**config.mk**
```make
export PLATFORM = sky130hd
export DESIGN_NAME = pwm_dual_slope
export DESIGN_NICKNAME = d
export VERILOG_FILES = /design/src/rtl/pwm_ds_pkg.sv /design/src/rtl/pwm_prescaler.sv /design/src/rtl/pwm_regs.sv /design/src/rtl/pwm_updown_cnt.sv /design/src/rtl/pwm_cmp_out.sv /design/src/rtl/pwm_dual_slope.sv
export SDC_FILE = /design/constraint.sdc
export NUM_CORES = 1
export LEC_CHECK = 0
export ABC_CLOCK_PERIOD_IN_PS = 9000
export BUFFER_PORTS_ARGS = -buffer_cell sky130_fd_sc_hd__buf_2
export CAP_MARGIN = 20
export CORE_MARGIN = 2
export CORE_UTILIZATION = 50
export DETAILED_ROUTE_END_ITERATION = 12
export GPL_TIMING_DRIVEN = 0
export HOLD_SLACK_MARGIN = 0.05
export PLACE_DENSITY = 0.77
export SYNTH_ARGS = -nofsm -noshare
export SYNTH_HDL_FRONTEND = slang
export SYNTH_SLANG_ARGS = --single-unit
```
**constraint.sdc**
```tcl
create_clock -name clk_i -period 9 [get_ports clk_i]
set_input_delay 1.35 -clock clk_i [delete_from_list [all_inputs] [get_ports clk_i]]
set_output_delay 1.35 -clock clk_i [all_outputs]
set_load 0.01 [all_outputs]
```
**src/rtl/pwm_ds_pkg.sv**
```systemverilog
package pwm_ds_pkg;
  localparam int CNT_W = 16;
  localparam int DIV_W = 10;  // must cover the largest ratio (1024)

  localparam logic [1:0] A_CTRL = 2'd0;
  localparam logic [1:0] A_LIM  = 2'd1;
  localparam logic [1:0] A_CMP  = 2'd2;
  localparam logic [1:0] A_FLAG = 2'd3;

  typedef enum logic [1:0] {
    OM_OFF      = 2'd0,
    OM_TOGGLE   = 2'd1,
    OM_CLEAR_UP = 2'd2,
    OM_SET_UP   = 2'd3
  } out_mode_e;

  // divide ratio for a select code, 0 = stopped
  function automatic int unsigned div_ratio(input logic [2:0] sel);
    case (sel)
      3'd1:    return 1;
      3'd2:    return 1 << 3;
      3'd3:    return 1 << 6;
      3'd4:    return 1 << 8;
      3'd5:    return 1 << 10;
      default: return 0;
    endcase
  endfunction
endpackage

```
**src/rtl/pwm_prescaler.sv**
```systemverilog
module pwm_prescaler
  import pwm_ds_pkg::*;
#(
  parameter int DW = DIV_W
) (
  input  logic       clk_i,
  input  logic       rst_ni,
  input  logic [2:0] sel_i,
  output logic       tick_o
);
  localparam int RW = DW + 1;

  logic [RW-1:0] div_q;
  logic [RW-1:0] ratio;

  always_comb ratio = RW'(div_ratio(sel_i));
  assign tick_o = (ratio != '0) && (div_q >= ratio - 1'b1);

  always_ff @(posedge clk_i or negedge rst_ni) begin
    if (!rst_ni)           div_q <= '0;
    else if (ratio == '0)  div_q <= '0;
    else if (tick_o)       div_q <= '0;
    else                   div_q <= div_q + 1'b1;
  end

  // with a ratio above one, ticks never come back to back
  a_r2_tick_gap: assert property (@(posedge clk_i) disable iff (!rst_ni)
    (tick_o && ratio > 1) |=> (!tick_o || !$stable(sel_i)));
endmodule

```
**src/rtl/pwm_regs.sv**
```systemverilog
module pwm_regs
  import pwm_ds_pkg::*;
#(
  parameter int W = CNT_W
) (
  input  logic         clk_i,
  input  logic         rst_ni,
  input  logic         wr_en_i,
  input  logic [1:0]   wr_addr_i,
  input  logic [W-1:0] wr_data_i,
  input  logic         upd_i,
  output logic [2:0]   ps_o,
  output out_mode_e    mode_o,
  output logic [W-1:0] top_use_o,
  output logic [W-1:0] cmp_use_o,
  output logic [W-1:0] top_act_o,
  output logic         cmp_clr_o,
  output logic         bot_clr_o
);
  logic [2:0]   ps_q;
  out_mode_e    mode_q;
  logic         tsel_buf_q, tsel_act_q, tsel_n;
  logic [W-1:0] lim_buf_q, lim_act_q, lim_n;
  logic [W-1:0] cmp_buf_q, cmp_act_q, cmp_n;

  always_comb begin
    tsel_n    = upd_i ? tsel_buf_q : tsel_act_q;
    lim_n     = upd_i ? lim_buf_q  : lim_act_q;
    cmp_n     = upd_i ? cmp_buf_q  : cmp_act_q;
    top_use_o = tsel_n ? cmp_n : lim_n;
    cmp_use_o = cmp_n;
    top_act_o = tsel_act_q ? cmp_act_q : lim_act_q;
  end

  assign ps_o      = ps_q;
  assign mode_o    = mode_q;
  assign cmp_clr_o = wr_en_i && (wr_addr_i == A_FLAG) && wr_data_i[0];
  assign bot_clr_o = wr_en_i && (wr_addr_i == A_FLAG) && wr_data_i[1];

  always_ff @(posedge clk_i or negedge rst_ni) begin
    if (!rst_ni) begin
      ps_q       <= '0;
      mode_q     <= OM_OFF;
      tsel_buf_q <= 1'b0;
      tsel_act_q <= 1'b0;
      lim_buf_q  <= '0;
      lim_act_q  <= '0;
      cmp_buf_q  <= '0;
      cmp_act_q  <= '0;
    end else begin
      if (upd_i) begin
        tsel_act_q <= tsel_buf_q;
        lim_act_q  <= lim_buf_q;
        cmp_act_q  <= cmp_buf_q;
      end
      if (wr_en_i) begin
        case (wr_addr_i)
          A_CTRL: begin
            ps_q       <= wr_data_i[2:0];
            tsel_buf_q <= wr_data_i[3];
            mode_q     <= out_mode_e'(wr_data_i[5:4]);
          end
          A_LIM:   lim_buf_q <= wr_data_i;
          A_CMP:   cmp_buf_q <= wr_data_i;
          default: ;
        endcase
      end
    end
  end

  // working values change only on a bottom tick
  a_r5_frozen_between_bottoms: assert property (@(posedge clk_i) disable iff (!rst_ni)
    !upd_i |=> ($stable(cmp_act_q) && $stable(lim_act_q) && $stable(tsel_act_q)));
endmodule

```
**src/rtl/pwm_updown_cnt.sv**
```systemverilog
module pwm_updown_cnt #(
  parameter int W = pwm_ds_pkg::CNT_W
) (
  input  logic         clk_i,
  input  logic         rst_ni,
  input  logic         tick_i,
  input  logic [W-1:0] top_i,
  output logic [W-1:0] cnt_o,
  output logic         going_up_o,
  output logic         run_o,
  output logic         bottom_o
);
  logic [W-1:0] cnt_q;
  logic         dn_q;

  assign run_o      = (top_i != '0);
  assign going_up_o = (cnt_q == '0) || (!dn_q && cnt_q < top_i);
  assign bottom_o   = tick_i && run_o && !going_up_o && (cnt_q == W'(1));
  assign cnt_o      = cnt_q;

  always_ff @(posedge clk_i or negedge rst_ni) begin
    if (!rst_ni) begin
      cnt_q <= '0;
      dn_q  <= 1'b0;
    end else if (tick_i && run_o) begin
      if (going_up_o) begin
        cnt_q <= cnt_q + 1'b1;
        dn_q  <= 1'b0;
      end else begin
        cnt_q <= cnt_q - 1'b1;
        dn_q  <= 1'b1;
      end
    end
  end

  // one tick at TOP, then down
  a_r3_turn_at_top: assert property (@(posedge clk_i) disable iff (!rst_ni)
    (tick_i && run_o && cnt_q == top_i) |=> (cnt_q == $past(cnt_q) - 1'b1));
  // one tick at BOTTOM, then up
  a_r3_leave_bottom: assert property (@(posedge clk_i) disable iff (!rst_ni)
    (tick_i && run_o && cnt_q == '0) |=> (cnt_q == W'(1)));
  // zero TOP holds the count
  a_r11_hold_zero_top: assert property (@(posedge clk_i) disable iff (!rst_ni)
    (tick_i && !run_o) |=> $stable(cnt_q));
endmodule

```
**src/rtl/pwm_cmp_out.sv**
```systemverilog
module pwm_cmp_out
  import pwm_ds_pkg::*;
#(
  parameter int W = CNT_W
) (
  input  logic         clk_i,
  input  logic         rst_ni,
  input  logic         tick_i,
  input  logic         run_i,
  input  logic [W-1:0] cnt_i,
  input  logic [W-1:0] cmp_i,
  input  logic         going_up_i,
  input  out_mode_e    mode_i,
  output logic         match_o,
  output logic         pwm_o
);
  logic oc_q;

  assign match_o = tick_i && run_i && (cnt_i == cmp_i);
  assign pwm_o   = (mode_i == OM_OFF) ? 1'b0 : oc_q;

  always_ff @(posedge clk_i or negedge rst_ni) begin
    if (!rst_ni) oc_q <= 1'b0;
    else if (match_o) begin
      case (mode_i)
        OM_TOGGLE:   oc_q <= ~oc_q;
        OM_CLEAR_UP: oc_q <= ~going_up_i;
        OM_SET_UP:   oc_q <= going_up_i;
        default:     oc_q <= oc_q;
      endcase
    end
  end

  // the output level moves only on a compare match
  a_r6_level_only_on_match: assert property (@(posedge clk_i) disable iff (!rst_ni)
    !match_o |=> $stable(oc_q));
endmodule

```
**src/rtl/pwm_dual_slope.sv**
```systemverilog
module pwm_dual_slope
  import pwm_ds_pkg::*;
#(
  parameter int W  = CNT_W,
  parameter int DW = DIV_W
) (
  input  logic         clk_i,
  input  logic         rst_ni,
  input  logic         wr_en_i,
  input  logic [1:0]   wr_addr_i,
  input  logic [W-1:0] wr_data_i,
  output logic         pwm_o,
  output logic [W-1:0] count_o,
  output logic         cmp_flag_o,
  output logic         bot_flag_o
);
  logic [2:0]   ps;
  out_mode_e    mode;
  logic         tick, upd, going_up, run, bottom, match;
  logic         cmp_clr, bot_clr;
  logic [W-1:0] top_use, cmp_use, top_act, cnt;
  logic         cf_q, bf_q;

  assign upd = tick && (cnt == '0);

  pwm_prescaler #(.DW(DW)) u_pre (
    .clk_i(clk_i), .rst_ni(rst_ni), .sel_i(ps), .tick_o(tick));

  pwm_regs #(.W(W)) u_regs (
    .clk_i(clk_i), .rst_ni(rst_ni), .wr_en_i(wr_en_i), .wr_addr_i(wr_addr_i),
    .wr_data_i(wr_data_i), .upd_i(upd), .ps_o(ps), .mode_o(mode),
    .top_use_o(top_use), .cmp_use_o(cmp_use), .top_act_o(top_act),
    .cmp_clr_o(cmp_clr), .bot_clr_o(bot_clr));

  pwm_updown_cnt #(.W(W)) u_cnt (
    .clk_i(clk_i), .rst_ni(rst_ni), .tick_i(tick), .top_i(top_use),
    .cnt_o(cnt), .going_up_o(going_up), .run_o(run), .bottom_o(bottom));

  pwm_cmp_out #(.W(W)) u_out (
    .clk_i(clk_i), .rst_ni(rst_ni), .tick_i(tick), .run_i(run), .cnt_i(cnt),
    .cmp_i(cmp_use), .going_up_i(going_up), .mode_i(mode),
    .match_o(match), .pwm_o(pwm_o));

  // sticky flags, a set beats a clear in the same cycle
  always_ff @(posedge clk_i or negedge rst_ni) begin
    if (!rst_ni) begin
      cf_q <= 1'b0;
      bf_q <= 1'b0;
    end else begin
      if (match)        cf_q <= 1'b1;
      else if (cmp_clr) cf_q <= 1'b0;
      if (bottom)       bf_q <= 1'b1;
      else if (bot_clr) bf_q <= 1'b0;
    end
  end

  assign count_o    = cnt;
  assign cmp_flag_o = cf_q;
  assign bot_flag_o = bf_q;

  // count stays within the working TOP
  a_r12_within_top: assert property (@(posedge clk_i) disable iff (!rst_ni)
    cnt <= top_act);
  // flags stay set until cleared
  a_r10_cmp_sticky: assert property (@(posedge clk_i) disable iff (!rst_ni)
    (cf_q && !cmp_clr) |=> cf_q);
  a_r10_bot_sticky: assert property (@(posedge clk_i) disable iff (!rst_ni)
    (bf_q && !bot_clr) |=> bf_q);
endmodule

```
# After elaboration in Yosys (flattened, before gate mapping)
# Cells that the tools add are included.
# W data, S select, Z words.
op_classes:
  order_cmp: 2
  add_sub_neg: 4
  muxes: 15
  reduce_logical: 26
  n_eq_ne: 13
  bitwise: 2
ops:
  columns: ["op", "n"]
  rows:
  - ["$mux W16", 4]
  - ["$pmux W11 S5", 1]
  - ["$mux W11", 2]
  - ["$add A16 B1 Y16 const B", 1]
  - ["$eq A16 B1 Y1 const B", 1]
  - ["$eq A16 B16 Y1", 1]
  - ["$logic_not A16 Y1", 1]
  - ["$lt A16 B16 Y1", 1]
  - ["$reduce_bool A16 Y1", 1]
  - ["$sub A16 B1 Y16 const B", 1]
  - ["$add A11 B1 Y11 const B", 1]
  - ["$ge A11 B11 Y1", 1]
  - ["$logic_not A11 Y1", 1]
  - ["$reduce_bool A11 Y1", 1]
  - ["$sub A11 B1 Y11 const B", 1]
  - ["$logic_and A1 B1 Y1", 10]
  - ["$eq A2 B2 Y1 const B", 4]
  - ["$reduce_and A2 Y1", 4]
  - ["$mux W1", 7]
  - ["$eq A3 B2 Y1 const B", 2]
  - ["$eq A3 B3 Y1 const B", 2]
  - ["$eq A2 B1 Y1 const B", 2]
  - ["$logic_not A2 Y1", 2]
  - ["$reduce_bool A2 Y1", 2]
  - ["6 further kinds", 8]
totals:
  input_bits: 21
  ff_bits: 102

# Longest topological paths before layout
# Gate-level depths: netlist of the first run.
depth:
  depth_word: 15
  mapped_depth: 26
  ltp_nobuf: 21

# Cells and area by module
# A second synthesis of the first run with hierarchy kept.
hier_totals:
  cells_unflattened: 517
  hier_area_um2: 6099.6
modules_own_cells:
  columns: ["module", "instances", "cells_each", "area_each_um2"]
  rows:
  - ["pwm_regs", 1, 189, 3148.0]
  - ["pwm_updown_cnt", 1, 171, 1552.7]
  - ["pwm_prescaler", 1, 113, 1013.5]
  - ["pwm_cmp_out", 1, 32, 250.2]
  - ["pwm_dual_slope", 1, 12, 135.1]

# Least setup slack after synthesis of the first run
# No wires, ideal clock.
synth_path:
  path_kind: "register -> register"
  start: "reg u_regs.ps_q[2], in the netlist u_regs.ps_o[2]"
  end: "reg u_cnt.cnt_q[8], in the netlist u_cnt.cnt_o[8]"
  t_required_ps: 8920
  period_less_slack_ps: 5525
  stages_incl_launch_ff: 24
  slack_ps: 3475
  arrival_ps: 5445
  cell_sequence: "dfrtp_1 > clkbuf_1 > or3b_2 > ha_1 > ha_1 > xor2_1 > ha_1 > a21oi_1 > o21a_1 > o31ai_1 > o211ai_1 > buf_2 > mux2i_1 > mux2i_1 > ha_1 > o21ai_0 > a211o_1 > o31a_1 > and3_1 > a21o_1 > buf_2 > buf_2 > a221oi_1 > xnor2_1"
synth_via:
  elab_chain_len: 12
synth_rtl:
  columns: ["element", "line", "text"]
  rows:
  - ["start, declared", "pwm_regs.sv:20", "logic [2:0] ps_q;"]
  - ["start signal, assigned", "pwm_regs.sv:59", "ps_q <= wr_data_i[2:0];"]
  - ["$eq A3 B3 Y1, or another cell as far along", "pwm_ds_pkg.sv:19", "case (sel)"]
  - ["$pmux W11 S5 *", "pwm_ds_pkg.sv:19", null]
  - ["$sub A11 B1 Y11", "pwm_prescaler.sv:17", "assign tick_o = (ratio != '0) && (div_q >= ratio - 1'b1);"]
  - ["$ge A11 B11 Y1", "pwm_prescaler.sv:17", null]
  - ["$logic_and A1 B1 Y1 *", "pwm_prescaler.sv:17", null]
  - ["$logic_and A1 B1 Y1", "pwm_dual_slope.sv:24", "assign upd = tick && (cnt == '0);"]
  - ["$mux W16, or another cell as far along", "pwm_regs.sv:28", "lim_n = upd_i ? lim_buf_q : lim_act_q;"]
  - ["$mux W16", "pwm_regs.sv:30", "top_use_o = tsel_n ? cmp_n : lim_n;"]
  - ["$lt A16 B16 Y1", "pwm_updown_cnt.sv:17", "assign going_up_o = (cnt_q == '0) || (!dn_q && cnt_q < top_i);"]
  - ["$logic_and A1 B1 Y1", "pwm_updown_cnt.sv:17", null]
  - ["$logic_or A1 B1 Y1", "pwm_updown_cnt.sv:17", null]
  - ["$mux W16", "pwm_updown_cnt.sv:26", "if (going_up_o) begin"]
  - ["end signal, assigned", "pwm_updown_cnt.sv:27", "cnt_q <= cnt_q + 1'b1;"]
  - ["end signal, assigned", "pwm_updown_cnt.sv:30", "cnt_q <= cnt_q - 1'b1;"]
  - ["end, declared", "pwm_updown_cnt.sv:13", "logic [W-1:0] cnt_q;"]
# Mark *: on every way between the ends. The rest lies on a longest branch, timed or not.
# A chain may end at the register's enable or synchronous reset.

# Worst setup path in the final report of the first run
layout_path:
  start: "reg u_regs.ps_q[2], in the netlist u_regs.ps_o[2]"
  end: "reg u_cnt.cnt_q[9], in the netlist u_cnt.cnt_o[9]"
# The elaborated chain is that of the path after synthesis.

==> results of run 1 <==
-- sequential cells by signal (all words and copies together), names as in the netlist, 2 cells and up --
signal,flops
u_cnt.cnt_o,16
u_regs.cmp_act_q,16
u_regs.cmp_buf_q,16
u_regs.lim_act_q,16
u_regs.lim_buf_q,16
u_pre.div_q,11
u_regs.ps_o,3
u_regs.mode_o,2
-- power by group through the flow --
stage / clock, mW / sequential, mW / combinational, mW
after floorplan: 0 / 0.535 / 0.119
after global placement: 0 / 0.559 / 0.152
after detailed placement: 0 / 0.561 / 0.163
after CTS: 0.405 / 0.552 / 0.166
after global routing: 0.426 / 0.559 / 0.185
final: 0.404 / 0.554 / 0.166
-- critical path, delay by kind of cell, from the launching register on --
family | cells | cell delay (ns)
compound gates | 9 | 1.86
xor+xnor | 2 | 0.34
fa+ha+maj | 4 | 1.02
buf+inv | 4 | 1.18
flops | 1 | 0.37
mux | 2 | 0.93
simple gates | 3 | 0.93
-- routing by layer --
metal / wire (um) / vias up
li1: - / 2353
met1: 6944 / 2463
met2: 7813 / 263
met3: 1382 / 60
met4: 698 / 0
met5: 0 / -
-- cells by family after synthesis --
group           share of synthesized area, %
simple gates                           20.05
flops                                  41.98
compound gates                         9.282
mux                                    12.74
buf+inv                                3.396
xor+xnor                               5.762
fa+ha+maj                              6.792
-- metrics by stage --
step,hold WS [ns],util [%]
after floorplan,0.4495,-
after global placement,0.4498,54.00
after detailed placement,0.4579,54.25
final,0.4864,56.87
after global routing,0.5095,56.85
after CTS,0.4845,56.85
-- area by class of cell --
| class | instances | area (sq um) |
|---|---|---|
| diodes | 1 | 2.502 |
| repair buffers | 40 | 225.2 |
| plain buffers | 28 | 112.6 |
| multi-input cells | 479 | 3321 |
| flip-flops and latches | 102 | 2552 |
| clock buffers | 9 | 225.2 |
| inverters | 25 | 93.84 |
| well taps | 147 | 183.9 |
| fillers | 1032 | 5159 |
| clock inverters | 7 | 86.33 |
-- cells in the mapped netlist (13+ instances only) --
cell type / n
sky130_fd_sc_hd__nand2_1: 109
sky130_fd_sc_hd__dfrtp_1: 102
sky130_fd_sc_hd__mux2_2: 51
sky130_fd_sc_hd__nor2_1: 36
sky130_fd_sc_hd__ha_1: 33
sky130_fd_sc_hd__xor2_1: 29
sky130_fd_sc_hd__inv_1: 25
sky130_fd_sc_hd__nand3_1: 25
sky130_fd_sc_hd__o21ai_0: 25
sky130_fd_sc_hd__a21oi_1: 22
sky130_fd_sc_hd__clkbuf_1: 21
sky130_fd_sc_hd__mux2i_1: 20
sky130_fd_sc_hd__nor4_1: 13
-- how the worst min path moves through the flow --
stage                                   from                            end  depth (start not counted)
6_report              cmp_flag_o$_DFFE_PN0P_         cmp_flag_o$_DFFE_PN0P_                          2
5_1_grt               cmp_flag_o$_DFFE_PN0P_         cmp_flag_o$_DFFE_PN0P_                          2
4_1_cts               cmp_flag_o$_DFFE_PN0P_         cmp_flag_o$_DFFE_PN0P_                          2
3_5_place_dp          cmp_flag_o$_DFFE_PN0P_         cmp_flag_o$_DFFE_PN0P_                          2
3_3_place_gp          cmp_flag_o$_DFFE_PN0P_         cmp_flag_o$_DFFE_PN0P_                          2
2_1_floorplan  u_regs.lim_act_q[2]$_DFF_PN0_  u_regs.lim_act_q[2]$_DFF_PN0_                          2
==> reports/results.md, run 1 <==
### Flow run
• max_cap viols: 0

### Final layout
• area grow syn2layout: 11.90%
• number of nets at the end of the flow: 739
• proportion of layout cells with a drive suffix above 1: 17.39%
• most frequent standard cell in the layout excluding fill and tap cells: sky130_fd_sc_hd__nand2_1
• total non-filler cell area in the finished layout: 6803 sq um
• post-layout instance count excluding filler cells: 838
• most frequent cells in the layout: 109 x sky130_fd_sc_hd__nand2_1, 102 x sky130_fd_sc_hd__dfrtp_1, 51 x sky130_fd_sc_hd__mux2_2

### Logic synthesis
• number of enable-type register cells in the synthesized netlist: 0
• Post-Synthesis Net Count: 688
• Mapped Area: 6080 sq um
• synthesized instance count: 634
• share of async-settable or async-resettable flops after synthesis: 100.0%
• number of distinct standard cells referenced by the synthesized netlist: 54
• count of synthesis-stage warnings from yosys: 0
• commonest register cell after synthesis: sky130_fd_sc_hd__dfrtp_1
• post-synthesis sequential area ratio: 41.98%
• average footprint of a synthesized cell: 9.589 sq um
• synth top area cells: sky130_fd_sc_hd__dfrtp_1 42%, sky130_fd_sc_hd__mux2_2 9.4%, sky130_fd_sc_hd__ha_1 6.8%
• portion of synthesized cell area occupied by the leading cell type: 41.98%
• Yosys top cell by area: sky130_fd_sc_hd__dfrtp_1
• number of storage elements in the synthesis netlist: 102

### GRT
• first-pass GRT wire length: 26,960 um
• GRT met1 Usage: 35.44%
• vias in the first global route: 5,058
• met2 track demand over resource in global routing: 42.94%
• overall routing resource usage: 27.03%
• layer with the highest usage: met2
• total congestion overflow: 0
• maximum number of pins on one net before global-route repair: 77
• initial antenna violation count: 1
• met3 demand-to-capacity share in global routing: 5.453%

### Power and ir drop
• part of the total power dissipated in sequential elements: 49.3%
• cell-internal power: 0.7752 mW
• maximum vdd drop: 0.1549 mV
• portion of total power attributed to combinational logic: 14.7%
• power density cells: 165.3 nW/um^2
• switching part of the total power: 31.05%
• Total Power: 1.124 mW
• Psw: 0.3491 mW
• Clk pwr share: 35.9%
• leakage component of the power: 3.362 nW

### Worst setup path
• series of cell instances along the critical path: clkbuf_1, or3b_2, ha_1, ha_1, xor2_1, ha_1, a21oi_1, o21a_1, o31ai_1, o211ai_1, buf_2, mux2i_1, mux2i_1, ha_1, o21ai_0, a211o_1, o31a_1, and3_1, a21o_1, buf_2, buf_2, nand4_1, a21oi_1, xnor2_1
• top fanout value on the critical path: 10
• slowest CP cell: sky130_fd_sc_hd__mux2i_1
• cell repeated most along the worst path: sky130_fd_sc_hd__ha_1
• Critical path origin: u_regs.ps_o[2]$_DFFE_PN0P_
• WS Path Type: reg2reg
• type of element launching the critical path: register
• kind of end point of the critical path: register
• setup slack, reg-to-reg: 2.25 ns
• last element of the critical path: u_cnt.cnt_o[9]$_DFFE_PN0P_
• worst path required time: 9.27 ns
• reg-to-reg endpoint: u_cnt.cnt_o[9]$_DFFE_PN0P_
• delay of the slowest cell on the worst path: 0.60 ns
• R2R cell count: 24
• worst endpoint data arrival time: 7.02 ns
• R2R Path Start: u_regs.ps_o[2]$_DFFE_PN0P_

### Clocking
• TritonCTS buffer count: 9
• clock root buffer master: sky130_fd_sc_hd__clkbuf_16
• Max clock buf depth: 2
• clk_lat worst skew: 0.36 ns
• Post-CTS Setup Repair Bufs: 0
• cts hold-fix bufs: 0
• Resized Gates After CTS: 0
• Clock H-tree levels: 3
• sinks on the clock net: 102
• TritonCTS clock tree: yes
• clock-pin slew reported for the worst setup and hold paths after clock tree synthesis: 0.08 ns

### Floorplan
• height of the die: 114.3 um
• Std-Cell Rows: 40
• Die Wd: 114.3 um
• total I/O pin count: 40
• Floorplan Core Area: 11,960 sq um
• Die Area: 13,060 sq um
• Initial Utilization: 50.83%

### Timing
• final critical-path share of the clock period: 75.05%
• shortest clock period the worst path allows after layout: 6.755 ns
• top achievable clock speed: 0.1480 GHz
• post-route clock skew: 0.008520 ns
• tightest slew margin relative to the limit: 37.90%
• transition time at the pin with the least slew margin: 0.9295 ns
• final hold violations: 0
• RSZ-0062 raised after global routing: no
• final setup vio count: 0
• setup_tns: 0 ns
• number of max-slew violations in the final report: 0
• slack of the critical path: 2.245 ns

### Placement
• final weighted congestion in routability-driven placement: 0.9426
• # port buffers: 39
• post-placement setup slack: 2.451 ns
• placed cell count: 821
• total half-perimeter wirelength after legalization and detailed placement: 12,570 um
• cell area reported after detailed placement: 6489 sq um

### Routing
• post-route DRC violation count: 0
• detail-routed net length per standard cell: 20.09 um
• 1st-iter DRT viols: 465
• final wirelength: 16,840 um
• DR vias: 5,139
• DR pass1 iterations: 5
• per-cell via count in the routed design: 6.132
• number of routed nets with antenna violations: 0

### Min path
• classification of the worst-slack hold path: reg2reg

### Status
• outcome: completed

(Power assumes the default switching activity.)
==> run 2: changes to the inputs <==
Settings changed: ABC_AREA from default to 1, ABC_CLOCK_PERIOD_IN_PS 9000 to 5750, PLACE_DENSITY 0.77 to 0.79.
Clock period 9 ns to 5.75 ns, I/O delays scaled along.
==> run 2 against run 1 <==
Net effect:
- synthesized cell count rose by 33%
- sequential power up 46%
- core utilization hardly changed
- non-clock buffer count shrank 1
- design area is 5.1% higher
- clock skew rose by 0.0017 ns
- critical endpoint is now bot_flag_o$_DFFE_PN0P_
- largest cell class unchanged
- largest power group unchanged
==> reports/results.md, run 2 <==
### Worst setup path
• type of element launching the critical path: register
• cell repeated most along the worst path: sky130_fd_sc_hd__nand2_1
• sum of buffers and inverters on the critical path: 6
• kind of end point of the critical path: register
• worst path required time: 5.99 ns
• slowest CP cell: sky130_fd_sc_hd__dfrtp_1
• kind of cell adding the most delay to the critical path: simple AND/OR/NAND/NOR gates
• WS Path Type: reg2reg
• top fanout value on the critical path: 10
• worst endpoint data arrival time: 5.48 ns
• delay of the slowest cell on the worst path: 0.44 ns

### Floorplan
• Die Wd: 117.4 um
• height of the die: 117.4 um
• Initial Utilization: 51.15%
• total I/O pin count: 40
• Std-Cell Rows: 41
• Die Area: 13,780 sq um
• Floorplan Core Area: 12,570 sq um

### Power and ir drop
• switching part of the total power: 28.55%
• leakage component of the power: 3.870 nW
• portion of total power attributed to combinational logic: 11.7%
• Psw: 0.4537 mW
• Total Power: 1.589 mW
• maximum vdd drop: 0.1808 mV
• cell-internal power: 1.136 mW
• part of the total power dissipated in sequential elements: 50.9%
• Clk pwr share: 37.3%
• power density cells: 222.4 nW/um^2

### Logic synthesis
• Mapped Area: 6429 sq um
• cell types with the highest counts after synthesis: 294 x sky130_fd_sc_hd__nand2_1, 102 x sky130_fd_sc_hd__dfrtp_1, 81 x sky130_fd_sc_hd__inv_1, 50 x sky130_fd_sc_hd__nor2_1, 45 x sky130_fd_sc_hd__nand3_1
• Post-Synthesis Net Count: 897
• share of async-settable or async-resettable flops after synthesis: 100.0%
• Yosys top cell by area: sky130_fd_sc_hd__dfrtp_1
• number of storage elements in the synthesis netlist: 102
• number of enable-type register cells in the synthesized netlist: 0
• commonest register cell after synthesis: sky130_fd_sc_hd__dfrtp_1
• synthesized instance count: 843
• most instantiated library cell after synthesis: sky130_fd_sc_hd__nand2_1
• portion of synthesized cell area occupied by the leading cell type: 39.70%
• count of synthesis-stage warnings from yosys: 0
• number of distinct standard cells referenced by the synthesized netlist: 41
• average footprint of a synthesized cell: 7.626 sq um
• post-synthesis sequential area ratio: 39.70%
• synth top area cells: sky130_fd_sc_hd__dfrtp_1 40%, sky130_fd_sc_hd__nand2_1 17%, sky130_fd_sc_hd__ha_1 6.4%

### Min path
• classification of the worst-slack hold path: in2async

### Clocking
• Post-CTS Setup Repair Bufs: 0
• clk_lat worst skew: 0.36 ns
• Resized Gates After CTS: 0
• TritonCTS buffer count: 9
• Clock H-tree levels: 3
• sinks on the clock net: 102
• Max clock buf depth: 2
• clock root buffer master: sky130_fd_sc_hd__clkbuf_16
• TritonCTS clock tree: yes
• clock-pin slew reported for the worst setup and hold paths after clock tree synthesis: 0.07 ns
• cts hold-fix bufs: 0

### Routing
• per-cell via count in the routed design: 5.082
• detail-routed net length per standard cell: 14.53 um
• DR vias: 5,438
• final wirelength: 15,540 um
• post-route DRC violation count: 0
• 1st-iter DRT viols: 368
• DR pass1 iterations: 5
• number of routed nets with antenna violations: 0

### Timing
• top achievable clock speed: 0.1906 GHz
• setup_tns: 0 ns
• transition time at the pin with the least slew margin: 0.5824 ns
• RSZ-0062 raised after global routing: no
• post-route clock skew: 0.01020 ns
• final hold violations: 0
• final-layout worst hold slack: 0.4425 ns
• shortest clock period the worst path allows after layout: 5.246 ns
• number of max-slew violations in the final report: 0
• final setup vio count: 0
• final critical-path share of the clock period: 91.24%
• tightest slew margin relative to the limit: 60.82%

### Final layout
• area grow syn2layout: 11.17%
• Antenna Diode Count: 0
• most frequent cells in the layout: 294 x sky130_fd_sc_hd__nand2_1, 102 x sky130_fd_sc_hd__dfrtp_1, 81 x sky130_fd_sc_hd__inv_1
• proportion of layout cells with a drive suffix above 1: 15.48%
• most frequent standard cell in the layout excluding fill and tap cells: sky130_fd_sc_hd__nand2_1
• number of nets at the end of the flow: 948

### GRT
• initial antenna violation count: 0
• first-pass GRT wire length: 26,280 um
• overall routing resource usage: 23.85%
• vias in the first global route: 5,388
• total congestion overflow: 0
• maximum number of pins on one net before global-route repair: 73

### Placement
• final weighted congestion in routability-driven placement: 0.9106
• # port buffers: 39
• total half-perimeter wirelength after legalization and detailed placement: 11,890 um

### Flow run
• max_cap viols: 0

### Status
• outcome: completed

run 2: changes by cell type in the layout (fill, tap and decap cells not counted), moves of 10 or more:
| cell | previous run | this run |
|---|---|---|
| sky130_fd_sc_hd__nand2_1 | 109 | 294 |
| sky130_fd_sc_hd__inv_1 | 25 | 81 |
| sky130_fd_sc_hd__mux2_2 | 51 | 0 |
| sky130_fd_sc_hd__inv_2 | 0 | 21 |
| sky130_fd_sc_hd__mux2i_1 | 20 | 0 |
| sky130_fd_sc_hd__nand3_1 | 25 | 45 |
| sky130_fd_sc_hd__o21ai_0 | 25 | 41 |
| sky130_fd_sc_hd__a21oi_1 | 22 | 8 |
| sky130_fd_sc_hd__nor2_1 | 36 | 50 |
| sky130_fd_sc_hd__clkbuf_1 | 21 | 9 |
| sky130_fd_sc_hd__nand2_2 | 0 | 11 |
| sky130_fd_sc_hd__o21ai_1 | 0 | 11 |
| sky130_fd_sc_hd__o21ai_2 | 0 | 11 |
| sky130_fd_sc_hd__buf_6 | 0 | 10 |
run 2: cell families (layout without fill, tap and decap cells):
| group | Yosys count | in the layout | synth area share, % |
|---|---|---|---|
| AND/OR/NAND/NOR | 450 | 450 | 30.75 |
| flip-flops | 102 | 102 | 39.70 |
| AO/OA/AOI/OAI | 83 | 83 | 7.980 |
| adder cells (fa/ha/maj) | 33 | 33 | 6.423 |
| XOR/XNOR | 41 | 41 | 5.586 |
| buffers and inverters | 134 | 189 | 9.556 |
run 2: power by group through the flow:
stage,clock [mW],combinational (mW),sequential (mW)
after floorplan,0,0.128,0.810
after global placement,0,0.176,0.821
after detailed placement,0,0.188,0.824
after CTS,0.606,0.190,0.810
after global routing,0.632,0.218,0.816
final,0.593,0.187,0.809
run 2: path summary, 6_finish.rpt:
path / start / slack (ns) / depth (start not counted) / endpoint
worst max-delay path: u_regs.ps_o[2]$_DFFE_PN0P_ / 0.50 / 32 / bot_flag_o$_DFFE_PN0P_
worst min-delay path: rst_ni / 0.44 / 1 / u_pre.div_q[3]$_DFF_PN0_
worst max register to register: u_regs.ps_o[2]$_DFFE_PN0P_ / 0.50 / 32 / bot_flag_o$_DFFE_PN0P_
worst min register to register: u_regs.lim_act_q[7]$_DFF_PN0_ / 0.49 / 2 / u_regs.lim_act_q[7]$_DFF_PN0_
max in group asynchronous: rst_ni / 4.63 / 2 / u_regs.lim_buf_q[10]$_DFFE_PN0P_
min in group clk_i: u_regs.lim_act_q[7]$_DFF_PN0_ / 0.49 / 2 / u_regs.lim_act_q[7]$_DFF_PN0_
run 2: layout make-up:
cell class                      count  area, sq um
Buffer                             27        203.9
Multi-Input combinational cell    607         3262
Clock inverter                      6        52.55
Clock buffer                        9        225.2
Tap cell                          172        215.2
Fill cell                        1217         5421
Timing Repair Buffer               40        225.2
Sequential cell                   102         2552
Inverter                          107        410.4
run 2: metrics by stage:
step,cells,instance area (sq um),worst slack (ns),utilization [%]
after floorplan,843,6429,1.311,-
after global placement,1054,6839,0.6881,54.42
after detailed placement,1055,6869,0.5419,54.65
after CTS,1070,7147,0.5287,56.86
after global routing,1070,7147,0.04613,56.86
final,1070,7147,0.5037,56.86
run 2: layer usage:
layer  track usage [%]  vias to the layer above  wire length [um]
met3             5.107                       16               639
met4             7.605                        0               311
met1             30.06                     2549              6954
met5                 0                        -                 0
met2             40.97                      115              7637
li1                  -                     2758                 -
==> run 3: changes to the inputs <==
Settings changed: REMOVE_ABC_BUFFERS from default to 1, SKIP_CTS_REPAIR_TIMING from default to 1.
==> run 3 against run 2 <==
Net effect:
- register-to-register slack improved by 0.10 ns
- count of clock-buffer cells in the layout up 3
- sequential cell count did not move
- setup slack better by 0.10 ns
- first-iteration DRC count fell by 15%
- sequential power about the same
- critical path depth down 5
- critical endpoint is now u_cnt.cnt_o[12]$_DFFE_PN0P_
- largest cell class unchanged
- highest routed layer unchanged
==> reports/results.md, run 3 (synthesized netlist as in run 2, its figures left out) <==
### Timing
• post-route clock skew: 0.01001 ns
• number of max-slew violations in the final report: 0
• final hold violations: 0
• slack of the critical path: 0.6034 ns
• final critical-path share of the clock period: 89.51%
• RSZ-0062 raised after global routing: no
• final setup vio count: 0
• shortest clock period the worst path allows after layout: 5.147 ns
• tightest slew margin relative to the limit: 60.54%
• top achievable clock speed: 0.1943 GHz
• transition time at the pin with the least slew margin: 0.5883 ns

### Placement
• cell area reported after detailed placement: 6665 sq um
• # port buffers: 39
• final weighted congestion in routability-driven placement: 0.8909
• total half-perimeter wirelength after legalization and detailed placement: 10,320 um
• post-placement setup slack: -0.02451 ns
• placed cell count: 1,028

### Routing
• final wirelength: 14,620 um
• DR vias: 5,370
• per-cell via count in the routed design: 5.124
• number of routed nets with antenna violations: 0
• post-route DRC violation count: 0
• DR pass1 iterations: 5
• 1st-iter DRT viols: 314
• detail-routed net length per standard cell: 13.95 um

### Final layout
• most frequent cells in the layout: 294 x sky130_fd_sc_hd__nand2_1, 102 x sky130_fd_sc_hd__dfrtp_1, 81 x sky130_fd_sc_hd__inv_1
• number of nets at the end of the flow: 925
• area grow syn2layout: 9.517%
• proportion of layout cells with a drive suffix above 1: 14.50%
• total non-filler cell area in the finished layout: 7041 sq um
• final core utilization: 56.02%
• most frequent standard cell in the layout excluding fill and tap cells: sky130_fd_sc_hd__nand2_1
• post-layout instance count excluding filler cells: 1,048
• Antenna Diode Count: 0

### Clocking
• clock root buffer master: sky130_fd_sc_hd__clkbuf_16
• clock-pin slew reported for the worst setup and hold paths after clock tree synthesis: 0.07 ns
• TritonCTS buffer count: 9
• TritonCTS clock tree: yes
• Max clock buf depth: 2
• sinks on the clock net: 102
• clk_lat worst skew: 0.35 ns
• Clock H-tree levels: 3

### Power and ir drop
• Clk pwr share: 39.4%
• portion of total power attributed to combinational logic: 11.3%
• cell-internal power: 1.210 mW
• switching part of the total power: 26.15%
• leakage component of the power: 3.798 nW
• power density cells: 232.6 nW/um^2
• maximum vdd drop: 0.2088 mV
• Psw: 0.4283 mW
• part of the total power dissipated in sequential elements: 49.3%

### Status
• outcome: completed

### Floorplan
• Std-Cell Rows: 41
• Floorplan Core Area: 12,570 sq um
• Die Wd: 117.4 um
• Die Area: 13,780 sq um
• height of the die: 117.4 um
• total I/O pin count: 40
• Initial Utilization: 51.15%

### Worst setup path
• WS Path Type: reg2reg
• worst endpoint data arrival time: 5.44 ns
• top fanout value on the critical path: 18
• worst path required time: 6.05 ns
• type of element launching the critical path: register
• kind of end point of the critical path: register

### GRT
• vias in the first global route: 5,149
• first-pass GRT wire length: 24,500 um
• met3 demand-to-capacity share in global routing: 4.232%
• GRT met1 Usage: 28.93%
• initial antenna violation count: 0
• met2 track demand over resource in global routing: 36.33%
• maximum number of pins on one net before global-route repair: 69
• layer with the highest usage: met2
• overall routing resource usage: 21.83%
• total congestion overflow: 0

### Flow run
• max_cap viols: 0

### Min path
• classification of the worst-slack hold path: in2async

-- run 3: cell types whose count changed in the layout (fill, tap and decap cells not counted), sizes merged --
cell	change
buf	-16
clkbuf	-6
inv	-3
nand3	+2
bufinv	+1
-- run 3: final timing paths --
check,startpoint,cells past startpoint,slack [ns],end
worst max-delay path,u_regs.ps_o[2]$_DFFE_PN0P_,27,0.60,u_cnt.cnt_o[12]$_DFFE_PN0P_
min in group clk_i,u_regs.lim_buf_q[12]$_DFFE_PN0P_,2,0.48,u_regs.lim_buf_q[12]$_DFFE_PN0P_
max in group asynchronous,rst_ni,2,4.59,u_regs.lim_act_q[12]$_DFF_PN0_
worst min-delay path,rst_ni,1,0.46,u_pre.div_q[4]$_DFF_PN0_
worst max register to register,u_regs.ps_o[2]$_DFFE_PN0P_,27,0.60,u_cnt.cnt_o[12]$_DFFE_PN0P_
worst min register to register,u_regs.lim_buf_q[12]$_DFFE_PN0P_,2,0.48,u_regs.lim_buf_q[12]$_DFFE_PN0P_
-- run 3: cell type report --
cell class                      instances  area [sq um]
Clock buffer                           12         266.5
Clock inverter                          4         51.30
Fill cell                            1173          5528
Inverter                              107         412.9
Multi-Input combinational cell        609          3287
Sequential cell                       102          2552
Tap cell                              172         215.2
Timing Repair Buffer                   42         255.2
-- run 3: metal layers --
metal | routed length, um | part of all wire [%]
met2 | 6884 | 47
met4 | 253 | 1.7
met3 | 649 | 4.4
met1 | 6837 | 47
met5 | 0 | 0
-- run 3: worst max-delay path: stages, from the launching register on --
cell and delay, ns:
sky130_fd_sc_hd__dfrtp_1 0.44, sky130_fd_sc_hd__nor3_2 0.29, sky130_fd_sc_hd__inv_1 0.17, sky130_fd_sc_hd__ha_1 0.25, sky130_fd_sc_hd__ha_1 0.19, sky130_fd_sc_hd__xor2_1 0.17
sky130_fd_sc_hd__ha_1 0.33, sky130_fd_sc_hd__nand2_1 0.07, sky130_fd_sc_hd__nor2_1 0.14, sky130_fd_sc_hd__nand3b_1 0.13, sky130_fd_sc_hd__nand3_2 0.24, sky130_fd_sc_hd__nand3_2 0.45
sky130_fd_sc_hd__o21ai_4 0.33, sky130_fd_sc_hd__inv_2 0.06, sky130_fd_sc_hd__o21ai_2 0.12, sky130_fd_sc_hd__inv_1 0.06, sky130_fd_sc_hd__ha_1 0.28, sky130_fd_sc_hd__nand2_1 0.10
sky130_fd_sc_hd__nor2_1 0.05, sky130_fd_sc_hd__a211oi_1 0.16, sky130_fd_sc_hd__o21ai_0 0.11, sky130_fd_sc_hd__a31oi_1 0.23, sky130_fd_sc_hd__nand2_4 0.19, sky130_fd_sc_hd__nand2_4 0.24
sky130_fd_sc_hd__nand2_1 0.09, sky130_fd_sc_hd__nand2_1 0.08, sky130_fd_sc_hd__nand2_1 0.05, sky130_fd_sc_hd__nand2_1 0.06
-- run 3: power groups by stage --
stage          combinational, mW  sequential [mW]  clock [mW]
2_1_floorplan              0.125            0.810           0
3_3_place_gp               0.172            0.819           0
3_5_place_dp               0.182            0.820           0
4_1_cts                    0.183            0.807       0.653
5_1_grt                    0.220            0.815       0.687
6_report                   0.185            0.807       0.646
-- run 3: through the flow --
stage / TNS (ns) / hold WS [ns] / power, mW
floorplan: 0 / 0.4445 / 0.9357
global placement: 0 / 0.4596 / 0.9905
detailed placement: -0.1702 / 0.4640 / 1.002
CTS: -0.8834 / 0.4776 / 1.643
global route: 0 / 0.4916 / 1.721
finish: 0 / 0.4634 / 1.638
